`src/rtl/secded_codec.sv`:
```
module secded_codec #(
  parameter int DW = 8,
  localparam int PW = $clog2(DW + $clog2(DW + 1) + 1),
  localparam int HW = DW + PW,
  localparam int CW = HW + 1
) (
  input  logic          clk,
  input  logic          rst_n,
  input  logic [DW-1:0] enc_data_i,
  output logic [CW-1:0] enc_code_o,
  input  logic          dec_valid_i,
  input  logic [CW-1:0] dec_code_i,
  output logic          dec_valid_o,
  output logic [DW-1:0] dec_data_o,
  output logic          dec_single_o,
  output logic          dec_double_o
);

  logic [HW:1] enc_h;

  always_comb begin
    int  k;
    logic b;
    k = 0;
    enc_h = '0;
    for (int pos = 1; pos <= HW; pos++) begin
      if ((pos & (pos - 1)) != 0) begin
        enc_h[pos] = enc_data_i[k];
        k++;
      end
    end
    for (int i = 0; i < PW; i++) begin
      b = 1'b0;
      for (int pos = 1; pos <= HW; pos++)
        if (pos[i]) b ^= enc_h[pos];
      enc_h[1 << i] = b;
    end
  end

  assign enc_code_o = {^enc_h, enc_h};

  logic [HW:1]   rx_h, fix_h;
  logic [PW-1:0] syn;
  logic          ovp, syn_nz, syn_in, single_c, double_c;
  logic [DW-1:0] raw_d, fix_d;

  assign rx_h = dec_code_i[HW-1:0];
  assign ovp  = ^dec_code_i;

  always_comb begin
    syn = '0;
    for (int i = 0; i < PW; i++)
      for (int pos = 1; pos <= HW; pos++)
        if (pos[i]) syn[i] ^= rx_h[pos];
  end

  assign syn_nz   = (syn != '0);
  assign syn_in   = (int'(syn) <= HW);
  assign single_c = ovp && (!syn_nz || syn_in);
  assign double_c = syn_nz && (!ovp || !syn_in);

  always_comb begin
    int k;
    k = 0;
    raw_d = '0;
    fix_d = '0;
    for (int pos = 1; pos <= HW; pos++)
      fix_h[pos] = rx_h[pos] ^ (single_c && (int'(syn) == pos));
    for (int pos = 1; pos <= HW; pos++) begin
      if ((pos & (pos - 1)) != 0) begin
        raw_d[k] = rx_h[pos];
        fix_d[k] = fix_h[pos];
        k++;
      end
    end
  end

  always_ff @(posedge clk or negedge rst_n) begin
    if (!rst_n) begin
      dec_valid_o  <= 1'b0;
      dec_single_o <= 1'b0;
      dec_double_o <= 1'b0;
      dec_data_o   <= '0;
    end else begin
      dec_valid_o  <= dec_valid_i;
      dec_single_o <= dec_valid_i && single_c;
      dec_double_o <= dec_valid_i && double_c;
      if (dec_valid_i) dec_data_o <= double_c ? raw_d : fix_d;
    end
  end

  a_r3_enc_even_parity: assert property (@(posedge clk) disable iff (!rst_n)
    (^enc_code_o) == 1'b0);

  a_r4_valid_latency: assert property (@(posedge clk) disable iff (!rst_n)
    dec_valid_o == $past(dec_valid_i));

  a_r10_flags_need_valid: assert property (@(posedge clk) disable iff (!rst_n)
    (dec_single_o || dec_double_o) |-> dec_valid_o);

  a_r10_flags_exclusive: assert property (@(posedge clk) disable iff (!rst_n)
    !(dec_single_o && dec_double_o));

  a_r5_clean_no_flags: assert property (@(posedge clk) disable iff (!rst_n)
    (dec_valid_i && !syn_nz && !ovp) |=> (!dec_single_o && !dec_double_o));

  a_r8_even_nonzero_is_double: assert property (@(posedge clk) disable iff (!rst_n)
    (dec_valid_i && syn_nz && !ovp) |=> (dec_double_o && !dec_single_o));

endmodule

```
`config.mk`:
```
export PLATFORM = sky130hd
export DESIGN_NAME = secded_codec
export DESIGN_NICKNAME = d
export VERILOG_FILES = /design/src/rtl/secded_codec.sv
export SDC_FILE = /design/constraint.sdc
export NUM_CORES = 1
export LEC_CHECK = 0
export BUFFER_PORTS_ARGS = -buffer_cell sky130_fd_sc_hd__buf_2
export CAP_MARGIN = 20
export CELL_PAD_IN_SITES_DETAIL_PLACEMENT = 1
export CELL_PAD_IN_SITES_GLOBAL_PLACEMENT = 1
export CORE_UTILIZATION = 36
export DETAILED_ROUTE_END_ITERATION = 7
export PLACE_DENSITY_LB_ADDON = 0.05
export SLEW_MARGIN = 15
export SYNTH_ARGS = -nofsm -noshare
export SYNTH_HDL_FRONTEND = slang
export SYNTH_SLANG_ARGS = --single-unit
```
`constraint.sdc`:
```
create_clock -name clk -period 1.22 [get_ports clk]
set_input_delay 0.122 -clock clk [delete_from_list [all_inputs] [get_ports clk]]
set_output_delay 0.122 -clock clk [all_outputs]
set_load 0.02 [all_outputs]
```
==> flow_summary.ini, run 1 <==
[run_status]
run_status = complete, but fails checks
violations = negative setup slack

[routing]
dr_total_vias = 1372
wl_mm = 4.83
vias_per_cell = 5.44
drc_errors = 0
first_pass_iters = 4
drtAntennaViolNets = 0
routedWlPerCell_um = 19.2
drt_iter0_drc = 46

[finish]
multiInputGateArea_um2 = 1120
finalInstanceArea_um2 = 2040
drive_gt1_share_pct = 57.2
layout.cells.non_filler = 252
n_antenna_cell = 0
n_fill_cell = 371
syn_to_final_growth_pct = 64.7
area.sequential_um2 = 275
final_nets = 233

[worst_setup_path]
crit_start = dec_code_i[0]
critPathRequiredTime_ns = 1.41
max_stage_delay_ns = 0.53
reg2reg_slack_ns = 0.43
crit_slowest_cell = xnor3_2
r2r_start = dec_data_o[1]$_DFFE_PN0P_
path_cells = buf_6 -> xnor3_2 -> xnor2_4 -> xnor2_2 -> nor3_1 -> or2_2 -> o211ai_1
endpoint_kind = flip-flop
endpoint = dec_data_o[7]$_DFFE_PN0P_
r2r-end = dec_data_o[1]$_DFFE_PN0P_
worst-endpoint-arrival_ns = 1.86
reg2reg_depth = 2
worst_setup_path_start_kind = primary input
cp_max_fo = 5
criticalPathCategory = primary input to flip-flop

[global_route]
grt_pass1_wl_mm = 6.96
gr-total-overflow = 0
grt_pass1_vias = 1422
antenna_found_initial = 0
grt_max_degree = 19
grtUsageTotal_pct = 25.9

[power]
vdd_drop_max_mv = 0.693
netSwitchingPower_mw = 1.20
power.clock.fraction_pct = 10.4
power_density_nw_per_um2 = 1270
leakage_nw = 0.915
pwr-share-seq_pct = 18.7
switching_share_pct = 46.1
combPwrFrac_pct = 70.9
total_power_mw = 2.59
intPower_mw = 1.40

[clock_network]
clock-root-buffer = clkbuf_4
cts_tree = yes
clkLatencyLatePin_ns = 0.27
clk_pin_slew_ns = 0.08
cts_sinks = 11
cts_buffers = 3
htreeDepth = 1
clockBufferDepth = 2

[sta]
max_freq_ghz = 0.597
final-setup-viol-count = 11
fin_crit_sh_pct = 137
worst_pin_slew_ns = 0.575
finalSetupTns_ns = -4.21
hold_ws_ns = 0.258
finalMaxSlewViolations = 0
setup_ws_ns = -0.454
post-route-min-period_ns = 1.67
rsz0062_at_grt = true
max_slew_margin_pct = 61.6
hold_viol_final = 0
fin_worst_skew_ns = 0

[synthesis]
synth_warnings = 0
synth_top_family_by_area = XOR/XNOR gates
synth-compound-area-share_pct = 20.0
synth-edff-count = 0
synth-xor-area-share_pct = 32.1
synth_adder_area_share_pct = 0
ys.flop_type = dfrtp_1
async_reset_ff_share_pct = 100
ys_seq_area_share_pct = 22.2
synth_simple_gate_area_share_pct = 18.4
netlist_area_um2 = 1240
synth_mux_area_share_pct = 0
ys_types = 37
syn_nets = 157
syn_inst = 133
ys_ff_latch = 11
avgSynthCellArea_um2 = 9.33

[place]
placed_area_um2 = 1770
hpwl_mm = 3.16
io_buffers = 47
post-place-cells = 240
gp_congestion = 0.780

[floorplan]
die_h_um = 60.7
ioPinCount = 48
die_area_um2 = 3690
start_util_pct = 39.4
die_w_um = 60.7
core_area_um2 = 3150
row_count = 20

[run]
max_cap_violations = 0

[min_path]
worstHoldStart = dec_code_i[9]
min_path_type = primary input to flip-flop
## flip-flops by register name (all words and copies together), names as in the netlist
| name | count |
|---|---|
| dec_valid_o | 1 |
| dec_data_o | 8 |
| dec_double_o | 1 |
| dec_single_o | 1 |
## worst max-delay path: cells and delay by family
kind,cells,cell delay [ns]
AND/OR/NAND/NOR,2,0.41
AO/OA/AOI/OAI,1,0.18
buffers and inverters,1,0.07
XOR/XNOR,3,1.08
## cells by family after synthesis
family / after synthesis
AOI/OAI and AO/OA: 30
xor gates and xnor gates: 34
DFF: 11
buffers and inverters: 15
and+or+nand+nor: 43
## per-stage QoR
stage          utilization, %  worst slack, ns
2_1_floorplan               -           -0.504
4_1_cts                  62.9           -0.389
6_report                 64.8           -0.454
3_5_place_dp             56.2           -0.769
5_1_grt                  64.8           -0.542
3_3_place_gp             56.2           -0.698
## per-layer routing
metal / GRT usage, % / vias up / wire length (um)
met4: 6.17 / 0 / 77
met5: 0 / - / 0
met2: 48.4 / 47 / 2650
met3: 4.69 / 11 / 196
met1: 30.7 / 675 / 1910
li1: - / 639 / -
## area by class of cell
cell class / instances / share of cell area [%]
Tap cell: 44 / 2.69
Sequential cell: 11 / 13.5
Multi-Input combinational cell: 108 / 54.7
Clock buffer: 4 / 1.29
Inverter: 2 / 0.367
Timing Repair Buffer: 83 / 27.5
## synthesized netlist by cell type (2+ instances only)
library cell / number / share of area, %
o31ai_1: 2 / 1.2
nor2_1: 5 / 1.5
nand2_1: 4 / 1.2
nand4_1: 5 / 2.5
dfrtp_1: 11 / 22
nor3_1: 7 / 2.8
nor4_1: 2 / 1.0
and3_1: 6 / 3.0
o211ai_2: 2 / 2.0
xor2_1: 9 / 6.4
o211ai_1: 2 / 1.2
xnor2_2: 2 / 2.6
a2111o_1: 5 / 4.5
clkbuf_1: 3 / 0.91
nand3_1: 8 / 3.2
nand2b_1: 2 / 1.0
a21oi_1: 7 / 2.8
inv_1: 2 / 0.61
xnor3_1: 2 / 3.6
xnor2_1: 17 / 12
a31oi_1: 2 / 1.0
o21ai_0: 3 / 1.2
buf_4: 9 / 5.4
o2111ai_1: 3 / 2.1
## layout by cell type, fill, tap and decap left out, drive strengths merged, types with 5 or more instances in the layout
master / count
nand3: 8
nor2: 6
dfrtp: 11
buf: 81
a21oi: 7
xnor2: 21
and3: 6
xor2: 10
nand4: 5
a2111o: 5
nor3: 7
## power groups by stage
stage	Combinational [mW]	Sequential [mW]	Clock, mW
after global placement	1.46	0.487	0
after floorplan	0.878	0.592	0
after global routing	1.96	0.492	0.292
after CTS	1.72	0.484	0.278
final	1.84	0.486	0.270
after detailed placement	1.51	0.491	0
## worst min path at each step
stage,endpoint,slack [ns],depth (start not counted)
floorplan,dec_data_o[0]$_DFFE_PN0P_,-0.17,0
global placement,dec_data_o[7]$_DFFE_PN0P_,0.02,1
detailed placement,dec_data_o[7]$_DFFE_PN0P_,0.03,1
CTS,dec_data_o[5]$_DFFE_PN0P_,0.25,4
global route,dec_data_o[1]$_DFFE_PN0P_,0.29,2
finish,dec_data_o[5]$_DFFE_PN0P_,0.26,4
## what timing repair did
action | 4_1_cts | 5_1_grt
pin swaps | 20 | 9
buffers inserted | 4 | 1
hold buffers | 2 | 0
endpoints found under the setup margin | 12 | 12
cloned | 1 | 0
gates resized for setup | 23 | 8
hold endpoints to repair | 12 | 0
(Power assumes the default switching activity.)
==> run 2: changes to the inputs <==
- CORE_MARGIN: default -> 5
==> flow_summary.ini, run 2 (same netlist as run 1, synthesis figures left out) <==
[floorplan]
core_area_um2 = 3340
ioPinCount = 48
die_w_um = 68.7
start_util_pct = 37.2
die_h_um = 68.7
die_area_um2 = 4720
row_count = 21

[routing]
dr_total_vias = 1411
drc_errors = 0
first_pass_iters = 4
routedWlPerCell_um = 20.3
vias_per_cell = 5.41
wl_mm = 5.29
drt_iter0_drc = 52
drtAntennaViolNets = 0

[worst_setup_path]
r2r_start = dec_data_o[6]$_DFFE_PN0P_
r2r-end = dec_data_o[6]$_DFFE_PN0P_
reg2reg_slack_ns = 0.42
critPathRequiredTime_ns = 1.38
endpoint_kind = flip-flop
criticalPathCategory = primary input to flip-flop
reg2reg_depth = 2
cp_max_fo = 5
worst_setup_path_start_kind = primary input
worst-endpoint-arrival_ns = 1.83

[sta]
rsz0062_at_grt = true
max_slew_margin_pct = 60.3
max_freq_ghz = 0.597
worst_pin_slew_ns = 0.595
fin_crit_sh_pct = 137
final-setup-viol-count = 11
hold_viol_final = 0
fin_worst_skew_ns = 0
setup_ws_ns = -0.454
post-route-min-period_ns = 1.67
finalMaxSlewViolations = 0

[global_route]
gr-total-overflow = 0
grt_max_degree = 20
grt_pass1_wl_mm = 7.85
grt_pass1_vias = 1524
grtUsageTotal_pct = 23.4
antenna_found_initial = 0

[finish]
n_antenna_cell = 0
drive_gt1_share_pct = 64.7
final_nets = 240
largest_reg_flops = 8
final_cell_mix = 39 x buf_2, 34 x buf_4, 14 x buf_6
final_core_util_pct = 67.1
top_register = dec_data_o
syn_to_final_growth_pct = 80.4
layout_commonest_cell = buf_2
layout.cells.non_filler = 261

[power]
vdd_drop_max_mv = 0.718
power_density_nw_per_um2 = 1290
total_power_mw = 2.90
leakage_nw = 0.979

[min_path]
min_path_cells = 2
worstHoldStart = dec_valid_i
min_to = dec_valid_o$_DFF_PN0_
min_path_type = primary input to flip-flop

[place]
io_buffers = 47
post-place-cells = 243
gp_congestion = 0.803
hpwl_mm = 3.31

[run]
max_cap_violations = 0

[clock_network]
clk_pin_slew_ns = 0.08
cts_buffers = 3
clockBufferDepth = 2
cts_tree = yes
clock-root-buffer = clkbuf_4
htreeDepth = 1
clkLatencyLatePin_ns = 0.28
cts_sinks = 11

[run_status]
violations = negative setup slack
run_status = complete, but fails checks
[run 2: power by group]
group          switching [mW]  leakage (nW)  internal [mW]
combinational            1.15         0.835          0.992
sequential             0.0368         0.129          0.445
clock                   0.147        0.0150          0.127
[run 2: worst max-delay path: stages]
cell,delay (ns)
buf_6,0.07
xnor3_2,0.42
buf_4,0.17
xnor2_4,0.15
buf_6,0.16
xnor2_4,0.24
nor3_2,0.09
o21ai_0,0.28
nand3_1,0.12
[run 2: layout make-up]
cell class / count / area (um^2)
multi-input cells: 108 / 1220
repair buffers: 90 / 648
flip-flops and latches: 11 / 275
fillers: 372 / 1100
clock buffers: 4 / 26.3
well taps: 46 / 57.6
inverters: 2 / 7.51
[run 2: through the flow]
| stage | hold slack (ns) | TNS (ns) | area [um^2] | worst slack (ns) |
|---|---|---|---|---|
| after floorplan | -0.174 | -4.76 | 1350 | -0.504 |
| after global placement | 0.0288 | -6.81 | 1780 | -0.709 |
| after detailed placement | 0.0350 | -7.21 | 1780 | -0.753 |
| after CTS | 0.186 | -4.06 | 2100 | -0.441 |
| after global routing | 0.201 | -5.10 | 2240 | -0.529 |
| final | 0.212 | -4.34 | 2240 | -0.454 |
[run 2: worst max path at each step]
stage	from	to	cells after the start
final	dec_code_i[0]	dec_data_o[0]$_DFFE_PN0P_	9
after global routing	dec_code_i[0]	dec_data_o[3]$_DFFE_PN0P_	10
after CTS	dec_code_i[6]	dec_data_o[5]$_DFFE_PN0P_	8
after detailed placement	dec_code_i[0]	dec_data_o[5]$_DFFE_PN0P_	7
after global placement	dec_code_i[0]	dec_double_o$_DFF_PN0_	7
after floorplan	dec_code_i[0]	dec_data_o[1]$_DFFE_PN0P_	6
[run 2: routing by layer]
layer	part of all wire [%]	vias to the layer above	GRT usage [%]	wire length (um)
li1	-	650	-	-
met1	37	705	26.0	1930
met2	57	44	42.8	2990
met3	4.1	12	4.21	215
met4	2.9	0	10.7	151
met5	0	-	0	0
[run 2: repair_timing]
| item | CTS | global route |
|---|---|---|
| endpoints found under the hold margin | 11 | 0 |
| gates resized for setup | 37 | 23 |
| buffers inserted | 8 | 5 |
| hold buffers | 1 | 0 |
| setup endpoints to repair | 12 | 12 |
| pin swaps | 28 | 27 |
| gates cloned | 1 | 0 |
==> run 3: changes to the inputs <==
- SKIP_LAST_GASP: default -> 1
==> flow_summary.ini, run 3 (same netlist as run 1, synthesis figures left out) <==
[worst_setup_path]
worst_setup_path_start_kind = primary input
worst-endpoint-arrival_ns = 1.82
critPathRequiredTime_ns = 1.37
criticalPathCategory = primary input to flip-flop
endpoint_kind = flip-flop
cp_max_fo = 5

[finish]
syn_to_final_growth_pct = 79.8
n_antenna_cell = 0
top_register = dec_data_o
n_fill_cell = 375
final_cell_mix = 40 x buf_2, 33 x buf_4, 14 x buf_6
layout.cells.non_filler = 261
final_nets = 240
largest_reg_flops = 8
drive_gt1_share_pct = 64.2
final_core_util_pct = 66.9
layout_commonest_cell = buf_2

[clock_network]
htreeDepth = 1
cts_buffers = 3
cts_tree = yes
clockBufferDepth = 2
clock-root-buffer = clkbuf_4
clkLatencyLatePin_ns = 0.28
clk_pin_slew_ns = 0.08
cts_sinks = 11

[power]
intPower_mw = 1.56
power_density_nw_per_um2 = 1290
pwr-share-seq_pct = 16.7
vdd_drop_max_mv = 0.719
total_power_mw = 2.88
power.clock.fraction_pct = 9.5
combPwrFrac_pct = 73.8
netSwitchingPower_mw = 1.32
switching_share_pct = 45.9
leakage_nw = 0.974

[sta]
rsz0062_at_grt = true
post-route-min-period_ns = 1.67
final-setup-viol-count = 11
max_slew_margin_pct = 60.2
hold_viol_final = 0
finalMaxSlewViolations = 0
max_freq_ghz = 0.599
fin_crit_sh_pct = 137
fin_worst_skew_ns = 0
setup_ws_ns = -0.450
worst_pin_slew_ns = 0.596
finalSetupTns_ns = -4.30

[routing]
drc_errors = 0
first_pass_iters = 4
drt_iter0_drc = 80
dr_total_vias = 1390
routedWlPerCell_um = 20.0
vias_per_cell = 5.33
drtAntennaViolNets = 0
wl_mm = 5.21

[global_route]
antenna_found_initial = 0
grt_max_degree = 20
grt_pass1_wl_mm = 7.85
grtUsageTotal_pct = 23.4
gr-total-overflow = 0
grt_pass1_vias = 1522

[min_path]
min_path_type = primary input to flip-flop

[place]
hpwl_mm = 3.31
post-place-cells = 243
io_buffers = 47
gp_congestion = 0.803

[run_status]
violations = negative setup slack
run_status = complete, but fails checks

[floorplan]
row_count = 21
die_w_um = 68.7
core_area_um2 = 3340
die_area_um2 = 4720
start_util_pct = 37.2
ioPinCount = 48
die_h_um = 68.7

[run]
max_cap_violations = 0
run 3: changes by cell type in the layout (fill, tap and decap cells not counted):
cell	before	now
buf_4	34	33
nand3_1	5	6
buf_2	39	40
nand3_2	2	1
run 3: cell type report:
class,count,area [um^2],share of cell area [%]
flip-flops and latches,11,275,12.3
well taps,46,57.6,2.58
clock buffers,4,26.3,1.18
inverters,2,7.51,0.336
multi-input cells,108,1220,54.7
repair buffers,90,646,28.9
run 3: worst paths after layout:
path	startpoint	endpoint	slack, ns	cells past startpoint
min reg2reg	dec_data_o[2]$_DFFE_PN0P_	dec_data_o[2]$_DFFE_PN0P_	0.51	2
max	dec_code_i[0]	dec_data_o[0]$_DFFE_PN0P_	-0.45	9
max in group asynchronous	rst_n	dec_data_o[0]$_DFFE_PN0P_	0.72	2
min	dec_valid_i	dec_valid_o$_DFF_PN0_	0.20	2
max reg2reg	dec_data_o[6]$_DFFE_PN0P_	dec_data_o[6]$_DFFE_PN0P_	0.42	2
min in group asynchronous	rst_n	dec_data_o[2]$_DFFE_PN0P_	0.25	2
run 3: metal layers:
metal / share of wire (%) / GRT usage, % / wire length [um]
met1: 37 / 26.0 / 1920
met5: 0 / 0 / 0
met3: 3.9 / 4.21 / 203
met2: 57 / 42.8 / 2970
met4: 2.3 / 10.7 / 121
run 3: through the flow:
step           setup WS [ns]  hold WS, ns  area, um^2
3_3_place_gp          -0.709       0.0288        1780
3_5_place_dp          -0.753       0.0350        1780
4_1_cts               -0.441        0.186        2100
5_1_grt               -0.529        0.204        2230
2_1_floorplan         -0.504       -0.174        1350
6_report              -0.450        0.204        2230
run 3: power by group through the flow:
stage	clock (mW)	sequential, mW	combinational [mW]
final	0.272	0.482	2.12
after global routing	0.293	0.493	2.26
after CTS	0.283	0.482	1.88
after detailed placement	0	0.486	1.50
after global placement	0	0.485	1.46
after floorplan	0	0.592	0.878
run 3: worst max-delay path, cell delays in order:
cell and delay [ns]:
buf_6 0.07, xnor3_2 0.42, buf_4 0.17, xnor2_4 0.15
buf_6 0.16, xnor2_4 0.24, nor3_2 0.09, o21ai_0 0.28
nand3_1 0.12
run 3: repair_timing:
action	4_1_cts	5_1_grt
gates cloned	1	0
pin swaps	27	28
hold endpoints to repair	11	0
hold buffers	1	0
setup endpoints to repair	12	12
resized for setup	37	21
buffers inserted	8	5
